--- config.mk ---
export PLATFORM = sky130hd
export DESIGN_NAME = smb_wr_master
export DESIGN_NICKNAME = d
export VERILOG_FILES = /design/src/rtl/smbw_pkg.sv /design/src/rtl/smbw_rstsync.sv /design/src/rtl/smbw_clkdiv.sv /design/src/rtl/smbw_shreg.sv /design/src/rtl/smb_wr_master.sv
export SDC_FILE = /design/constraint.sdc
export NUM_CORES = 1
export LEC_CHECK = 0
export ABC_CLOCK_PERIOD_IN_PS = 1200
export CAP_MARGIN = 20
export CORE_ASPECT_RATIO = 0.7
export CORE_MARGIN = 2
export CORE_UTILIZATION = 49
export DETAILED_ROUTE_END_ITERATION = 7
export PLACE_DENSITY_LB_ADDON = 0.08
export SYNTH_ARGS = -nofsm -noshare
export SYNTH_HDL_FRONTEND = slang
export SYNTH_SLANG_ARGS = --single-unit
--- constraint.sdc ---
create_clock -name clk -period 1.2 [get_ports clk]
set_input_delay 0.24 -clock clk [delete_from_list [all_inputs] [get_ports clk]]
set_output_delay 0.24 -clock clk [all_outputs]
set_load 0.01 [all_outputs]
--- src/rtl/smbw_pkg.sv ---
package smbw_pkg;
  typedef enum logic [2:0] {
    ST_IDLE,
    ST_START,
    ST_TX,
    ST_ACK,
    ST_HOLD,
    ST_RX,
    ST_STOP
  } st_e;
endpackage

--- src/rtl/smbw_rstsync.sv ---
module smbw_rstsync (
  input  logic clk,
  input  logic rst_n_in,
  output logic rst_n_out
);
  logic [1:0] sync_q;

  always_ff @(posedge clk or negedge rst_n_in) begin
    if (!rst_n_in) sync_q <= 2'b00;
    else           sync_q <= {sync_q[0], 1'b1};
  end

  assign rst_n_out = sync_q[1];
endmodule

--- src/rtl/smbw_clkdiv.sv ---
module smbw_clkdiv #(
  parameter int DIV = 8
) (
  input  logic clk,
  input  logic rst_n,
  input  logic run,
  output logic tick
);
  localparam int CW = (DIV > 1) ? $clog2(DIV) : 1;
  localparam logic [CW-1:0] LAST = CW'(DIV - 1);

  logic [CW-1:0] cnt_q, cnt_d;

  always_comb begin
    cnt_d = cnt_q;
    if (!run)               cnt_d = '0;
    else if (cnt_q == LAST) cnt_d = '0;
    else                    cnt_d = cnt_q + 1'b1;
  end

  always_ff @(posedge clk or negedge rst_n) begin
    if (!rst_n) cnt_q <= '0;
    else        cnt_q <= cnt_d;
  end

  assign tick = run && (cnt_q == LAST);
endmodule

--- src/rtl/smbw_shreg.sv ---
module smbw_shreg #(
  parameter int W = 8
) (
  input  logic         clk,
  input  logic         rst_n,
  input  logic         ld,
  input  logic [W-1:0] ld_val,
  input  logic         sh,
  input  logic         sin,
  output logic [W-1:0] q
);
  logic [W-1:0] q_d;

  always_comb begin
    q_d = q;
    if (ld)      q_d = ld_val;
    else if (sh) q_d = {q[W-2:0], sin};
  end

  always_ff @(posedge clk or negedge rst_n) begin
    if (!rst_n) q <= '0;
    else        q <= q_d;
  end
endmodule

--- src/rtl/smb_wr_master.sv ---
module smb_wr_master #(
  parameter int DW  = 8,
  parameter int DIV = 8
) (
  input  logic          clk,
  input  logic          rst_n,
  input  logic          start_set,
  input  logic          stop_set,
  input  logic          dat_wr,
  input  logic [DW-1:0] dat_in,
  input  logic          irq_clr,
  output logic          irq,
  output logic          ack_status,
  output logic          rx_mode,
  output logic [DW-1:0] rx_data,
  output logic          busy,
  output logic          scl_oe,
  input  logic          scl_in,
  output logic          sda_oe,
  input  logic          sda_in
);
  import smbw_pkg::*;

  localparam int BCW = (DW > 2) ? $clog2(DW) : 1;
  localparam logic [BCW-1:0] LAST_BIT = BCW'(DW - 1);

  logic rst_sn;
  st_e  st_q, st_d;
  logic [1:0] ph_q, ph_d;
  logic [BCW-1:0] bit_q, bit_d;
  logic scl_q, scl_d, sda_q, sda_d;
  logic samp_q, samp_d, ack_q, ack_d, irq_q, irq_d;
  logic strt_q, strt_d, stop_q, stop_d, dpend_q, dpend_d, rxm_q, rxm_d;
  logic [DW-1:0] dreg_q, dreg_d;
  logic sr_ld, sr_sh;
  logic [DW-1:0] sr_val, sr_q;
  logic active, run, tick;

  smbw_rstsync u_rst (
    .clk       (clk),
    .rst_n_in  (rst_n),
    .rst_n_out (rst_sn)
  );

  // Divider runs in bus-active states; high phases wait for the wire.
  assign active = (st_q == ST_START) || (st_q == ST_TX) || (st_q == ST_ACK) ||
                  (st_q == ST_RX)    || (st_q == ST_STOP);
  assign run    = active && !(ph_q[1] && !scl_in);

  smbw_clkdiv #(.DIV(DIV)) u_div (
    .clk   (clk),
    .rst_n (rst_sn),
    .run   (run),
    .tick  (tick)
  );

  smbw_shreg #(.W(DW)) u_sr (
    .clk    (clk),
    .rst_n  (rst_sn),
    .ld     (sr_ld),
    .ld_val (sr_val),
    .sh     (sr_sh),
    .sin    (samp_q),
    .q      (sr_q)
  );

  always_comb begin
    st_d    = st_q;
    ph_d    = ph_q;
    bit_d   = bit_q;
    scl_d   = scl_q;
    sda_d   = sda_q;
    samp_d  = samp_q;
    ack_d   = ack_q;
    irq_d   = irq_q;
    strt_d  = strt_q;
    stop_d  = stop_q;
    dpend_d = dpend_q;
    dreg_d  = dreg_q;
    rxm_d   = rxm_q;
    sr_ld   = 1'b0;
    sr_sh   = 1'b0;
    sr_val  = dreg_q;

    if (start_set) strt_d = 1'b1;
    if (stop_set)  stop_d = 1'b1;
    if (irq_clr)   irq_d  = 1'b0;

    case (st_q)
      ST_IDLE: begin
        if (strt_q && dpend_q) begin
          st_d    = ST_START;
          ph_d    = 2'd0;
          sr_ld   = 1'b1;
          sr_val  = {dreg_q[DW-1:1], 1'b0};
          dpend_d = 1'b0;
        end
      end
      ST_START: begin
        if (tick) begin
          ph_d = ph_q + 2'd1;
          if (ph_q == 2'd1) sda_d = 1'b1;
          if (ph_q == 2'd3) begin
            scl_d = 1'b1;
            st_d  = ST_TX;
            bit_d = '0;
          end
        end
      end
      ST_TX, ST_RX: begin
        if (tick) begin
          ph_d = ph_q + 2'd1;
          case (ph_q)
            2'd0: sda_d  = (st_q == ST_TX) ? ~sr_q[DW-1] : 1'b0;
            2'd1: scl_d  = 1'b0;
            2'd2: samp_d = sda_in;
            default: begin
              scl_d = 1'b1;
              sr_sh = 1'b1;
              if (bit_q == LAST_BIT) st_d = ST_ACK;
              else                   bit_d = bit_q + 1'b1;
            end
          endcase
        end
      end
      ST_ACK: begin
        if (tick) begin
          ph_d = ph_q + 2'd1;
          case (ph_q)
            2'd0: sda_d  = 1'b0;
            2'd1: scl_d  = 1'b0;
            2'd2: samp_d = sda_in;
            default: begin
              scl_d = 1'b1;
              st_d  = ST_HOLD;
              irq_d = 1'b1;
              ack_d = ~samp_q;
            end
          endcase
        end
      end
      ST_HOLD: begin
        if (!irq_q) begin
          ph_d  = 2'd0;
          bit_d = '0;
          if (stop_q) begin
            st_d = ST_STOP;
          end else if (dpend_q) begin
            st_d    = ST_TX;
            sr_ld   = 1'b1;
            dpend_d = 1'b0;
            rxm_d   = 1'b0;
          end else begin
            st_d  = ST_RX;
            rxm_d = 1'b1;
          end
        end
      end
      ST_STOP: begin
        if (tick) begin
          ph_d = ph_q + 2'd1;
          case (ph_q)
            2'd0: sda_d = 1'b1;
            2'd1: scl_d = 1'b0;
            2'd2: sda_d = 1'b0;
            default: begin
              st_d    = ST_IDLE;
              strt_d  = 1'b0;
              stop_d  = 1'b0;
              dpend_d = 1'b0;
              rxm_d   = 1'b0;
            end
          endcase
        end
      end
      default: st_d = ST_IDLE;
    endcase

    if (dat_wr) begin
      dreg_d  = dat_in;
      dpend_d = 1'b1;
    end
  end

  always_ff @(posedge clk or negedge rst_sn) begin
    if (!rst_sn) begin
      st_q    <= ST_IDLE;
      ph_q    <= 2'd0;
      bit_q   <= '0;
      scl_q   <= 1'b0;
      sda_q   <= 1'b0;
      samp_q  <= 1'b1;
      ack_q   <= 1'b0;
      irq_q   <= 1'b0;
      strt_q  <= 1'b0;
      stop_q  <= 1'b0;
      dpend_q <= 1'b0;
      dreg_q  <= '0;
      rxm_q   <= 1'b0;
    end else begin
      st_q    <= st_d;
      ph_q    <= ph_d;
      bit_q   <= bit_d;
      scl_q   <= scl_d;
      sda_q   <= sda_d;
      samp_q  <= samp_d;
      ack_q   <= ack_d;
      irq_q   <= irq_d;
      strt_q  <= strt_d;
      stop_q  <= stop_d;
      dpend_q <= dpend_d;
      dreg_q  <= dreg_d;
      rxm_q   <= rxm_d;
    end
  end

  assign irq        = irq_q;
  assign ack_status = ack_q;
  assign rx_mode    = rxm_q;
  assign rx_data    = sr_q;
  assign busy       = (st_q != ST_IDLE);
  assign scl_oe     = scl_q;
  assign sda_oe     = sda_q;
endmodule

==> summary.txt <==
Setup path
  • Critical path data required time: 1.38 ns
  • Crit-path max FO: 7
  • Data arrival, critical path: 1.95 ns
  • CP Launch Type: register
  • Crit path capture type: register
  • R2r worst-path depth: 7
  • Setup Crit Path Kind: register to register
  • Worst R2R Setup Slack: -0.57 ns
  • Crit Reg-Reg Endpoint: st_q[2]
  • RR Startpoint: st_q[1]

Drt
  • Antenna Nets Post-Route: 0
  • Detail-routed via count per cell: 5.77
  • Routed WL: 7310 um
  • Drt wl/cell: 19.4 um
  • DR vias: 2,174
  • Drt first pass iters: 4
  • Remaining DRCs: 0
  • Initial DRC count: 189

Timing
  • Layout Skew: 0.00701 ns
  • Period utilization: 1.47
  • Final setup viols: 29
  • RSZ-0062 raised after global routing: true
  • Final hold vios: 0
  • Fin. max-slew vios: 0
  • Setup ws final: -0.570 ns
  • Final setup TNS: -13.98 ns
  • F_max: 565 MHz
  • Minimum clock period: 1.77 ns

Finish
  • Most frequent cells in the layout: buf_4 (63), dfrtp_1 (32), clkdlybuf4s50_1 (15)
  • Share of cells above drive strength 1: 0.550
  • Most common cell after layout, fill and taps aside: buf_4
  • Antenna fix cells: 0
  • Post-route cell area: 3670 um^2
  • Core Util, Final: 0.852
  • Layout area overhead: 67.6%
  • Post-layout nets: 345
  • Fillers: 224

Pwr
  • Max VDD drop: 1560 uV
  • PwrDens: 2280 nW/um^2
  • Int Power: 4.99 mW
  • Leakage: 1.62 nW
  • Sw frac: 0.403
  • NetSw: 3.36 mW
  • Clock power share: 0.110
  • Gate power share: 0.650
  • Part of the power in registers: 0.240

Placed design
  • Placed inst area: 3090 um^2
  • Post-DP HPWL: 4330 um
  • Final Wtd Congestion: 0.948
  • Port bufs: 29

CTS
  • Clk sinks: 38
  • Root Driver: clkbuf_8
  • Total CTS buffers: 5
  • Depth of the CTS H-tree: 2
  • TritonCTS clock tree: yes
  • Clock transition at path regs: 0.07 ns
  • Clock tree buffer depth: 2
  • Skew-Pair Late Insertion Delay: 0.29 ns

Logic synthesis
  • Top_reg_cell synth: dfrtp_1
  • Synth Area in Simple Gates: 0.153
  • Synth area leader: dfrtp_1
  • Synth Area in Adders: 0.0457
  • Top cell type's share of synthesized area: 0.423
  • Yosys warnings: 0
  • Synthesized Nets: 242
  • Post-Syn Instances: 218
  • Mux cell area share after synthesis: 0.126
  • Fraction of registers with async set or reset after synthesis: 1.00
  • Compound-Gate Fraction of Synth Area: 0.178
  • Largest family of logic cells by synthesized area: compound AO/OA/AOI/OAI gates
  • Top post-synthesis cells by area: dfrtp_1 (42%), mux2i_1 (6.4%), mux2_2 (6.2%)
  • Xor/xnor cell area share of the yosys netlist: 0
  • Post-synthesis cell type count: 48
  • Sequential fraction of the synthesis area: 0.435
  • Post-synth EDFFs: 0
  • Synthesized flop and latch total: 38
  • Area of the mapped netlist: 2190 um^2
  • Post-synthesis area per instance: 10.0 um^2

GRT
  • First-pass GRT wire length: 10,700 um
  • Initial antenna violation count: 0
  • Total track usage: 0.275
  • Congestion Overflow GR: 0
  • Vias in the first global route: 2,151
  • Largest net degree at the start of global routing: 37

Run
  • Max_cap viols: 0

Floorplan
  • Number of cell rows: 20
  • Placeable Area: 4300 um^2
  • Die area: 5030 um^2
  • I/O pin count: 30
  • Initial core utilization: 0.508
  • Die width: 83.9 um
  • Chip Height: 59.9 um

Status
  • Violated checks: setup timing
  • Status: finished, violations left

Min path
  • Hold Path Class: input port to asynchronous set/reset pin
-- critical path, stage by stage, from the launching register on --
cell and delay [ns]:
dfrtp_2 0.47, buf_6 0.15, nor3b_4 0.15, buf_6 0.11, o2bb2ai_4 0.13, a21boi_4 0.28, nand4_1 0.17, a21o_1 0.19
-- flip-flops by register name, indices dropped and copies added, names as in the netlist --
| signal | flops |
|---|---|
| dreg_q | 8 |
| u_sr.q | 8 |
| bit_q | 3 |
| st_q | 3 |
| u_div.cnt_q | 3 |
| ph_q | 2 |
| u_rst.sync_q | 2 |
| ack_status | 1 |
| dpend_q | 1 |
| irq | 1 |
| rx_mode | 1 |
| samp_q | 1 |
| scl_oe | 1 |
| sda_oe | 1 |
| stop_q | 1 |
| strt_q | 1 |
-- cells in the mapped netlist, drive strengths merged (2+ instances only) --
master / number
buf: 8
dfrtp: 37
nand2b: 4
o21ai: 11
a221oi: 3
mux2i: 14
or3: 2
nor3: 3
o2bb2ai: 2
nand3b: 2
a21o: 4
o22ai: 2
inv: 13
mux2: 12
and2: 2
a21oi: 21
a31o: 2
clkbuf: 5
nor2: 16
o211ai: 4
ha: 8
and3: 4
nor2b: 4
nand3: 5
nand4: 2
nand2: 14
o311ai: 2
-- cell families after synthesis --
| group | after synthesis |
|---|---|
| simple gates | 63 |
| buf+inv | 26 |
| flops | 38 |
| fa+ha+maj | 8 |
| other cells | 1 |
| mux | 26 |
| compound gates | 56 |
-- power groups by stage --
| stage | clock [mW] | sequential (mW) | combinational, mW |
|---|---|---|---|
| CTS | 0.926 | 1.93 | 4.62 |
| floorplan | 0 | 1.99 | 2.36 |
| global route | 0.981 | 2.04 | 5.78 |
| detailed placement | 0 | 1.98 | 4.10 |
| finish | 0.916 | 2.00 | 5.43 |
| global placement | 0 | 1.96 | 3.97 |
-- cell type report --
cell class | instances | area [um^2] | area share
multi-input combinational | 154 | 1500 | 0.410
timing repair buffer | 109 | 997 | 0.272
sequential | 38 | 958 | 0.261
clock buffer | 7 | 86.3 | 0.0235
tap | 55 | 68.8 | 0.0188
inverter | 13 | 48.8 | 0.0133
clock inverter | 1 | 5.00 | 0.00136
-- through the flow --
step	hold WS, ns	power (mW)	std cells	setup WS [ns]
2_1_floorplan	-0.0556	4.34	218	-0.664
3_3_place_gp	0.236	5.93	347	-0.671
3_5_place_dp	0.241	6.08	347	-0.730
4_1_cts	0.104	7.48	366	-0.543
5_1_grt	0.107	8.80	377	-0.629
6_report	0.106	8.35	377	-0.570
-- how the worst max path moves through the flow --
| stage | from | endpoint | slack [ns] | cells past startpoint |
|---|---|---|---|---|
| 6_report | st_q[1] | st_q[2] | -0.57 | 7 |
| 5_1_grt | st_q[1] | st_q[2] | -0.63 | 7 |
| 4_1_cts | st_q[1] | sda_oe | -0.54 | 6 |
| 3_5_place_dp | scl_in | st_q[0] | -0.73 | 7 |
| 3_3_place_gp | scl_in | sda_oe | -0.67 | 6 |
| 2_1_floorplan | st_q[2] | u_sr.q[0] | -0.66 | 6 |
-- routing by layer --
layer / routed length, um / track usage
met2: 3530 / 0.443
met5: 0 / 0
met4: 65 / 0.0853
met1: 3260 / 0.383
met3: 453 / 0.0525
-- repair_timing --
| action | 4_1_cts | 5_1_grt |
|---|---|---|
| endpoints found under the setup margin | 42 | 35 |
| setup buffers | 11 | 10 |
| cloned | 0 | 1 |
| pin swaps | 15 | 21 |
| resized for setup | 63 | 46 |
| hold buffers | 0 | 0 |
No activity file was read; power rests on OpenSTA's default activity.
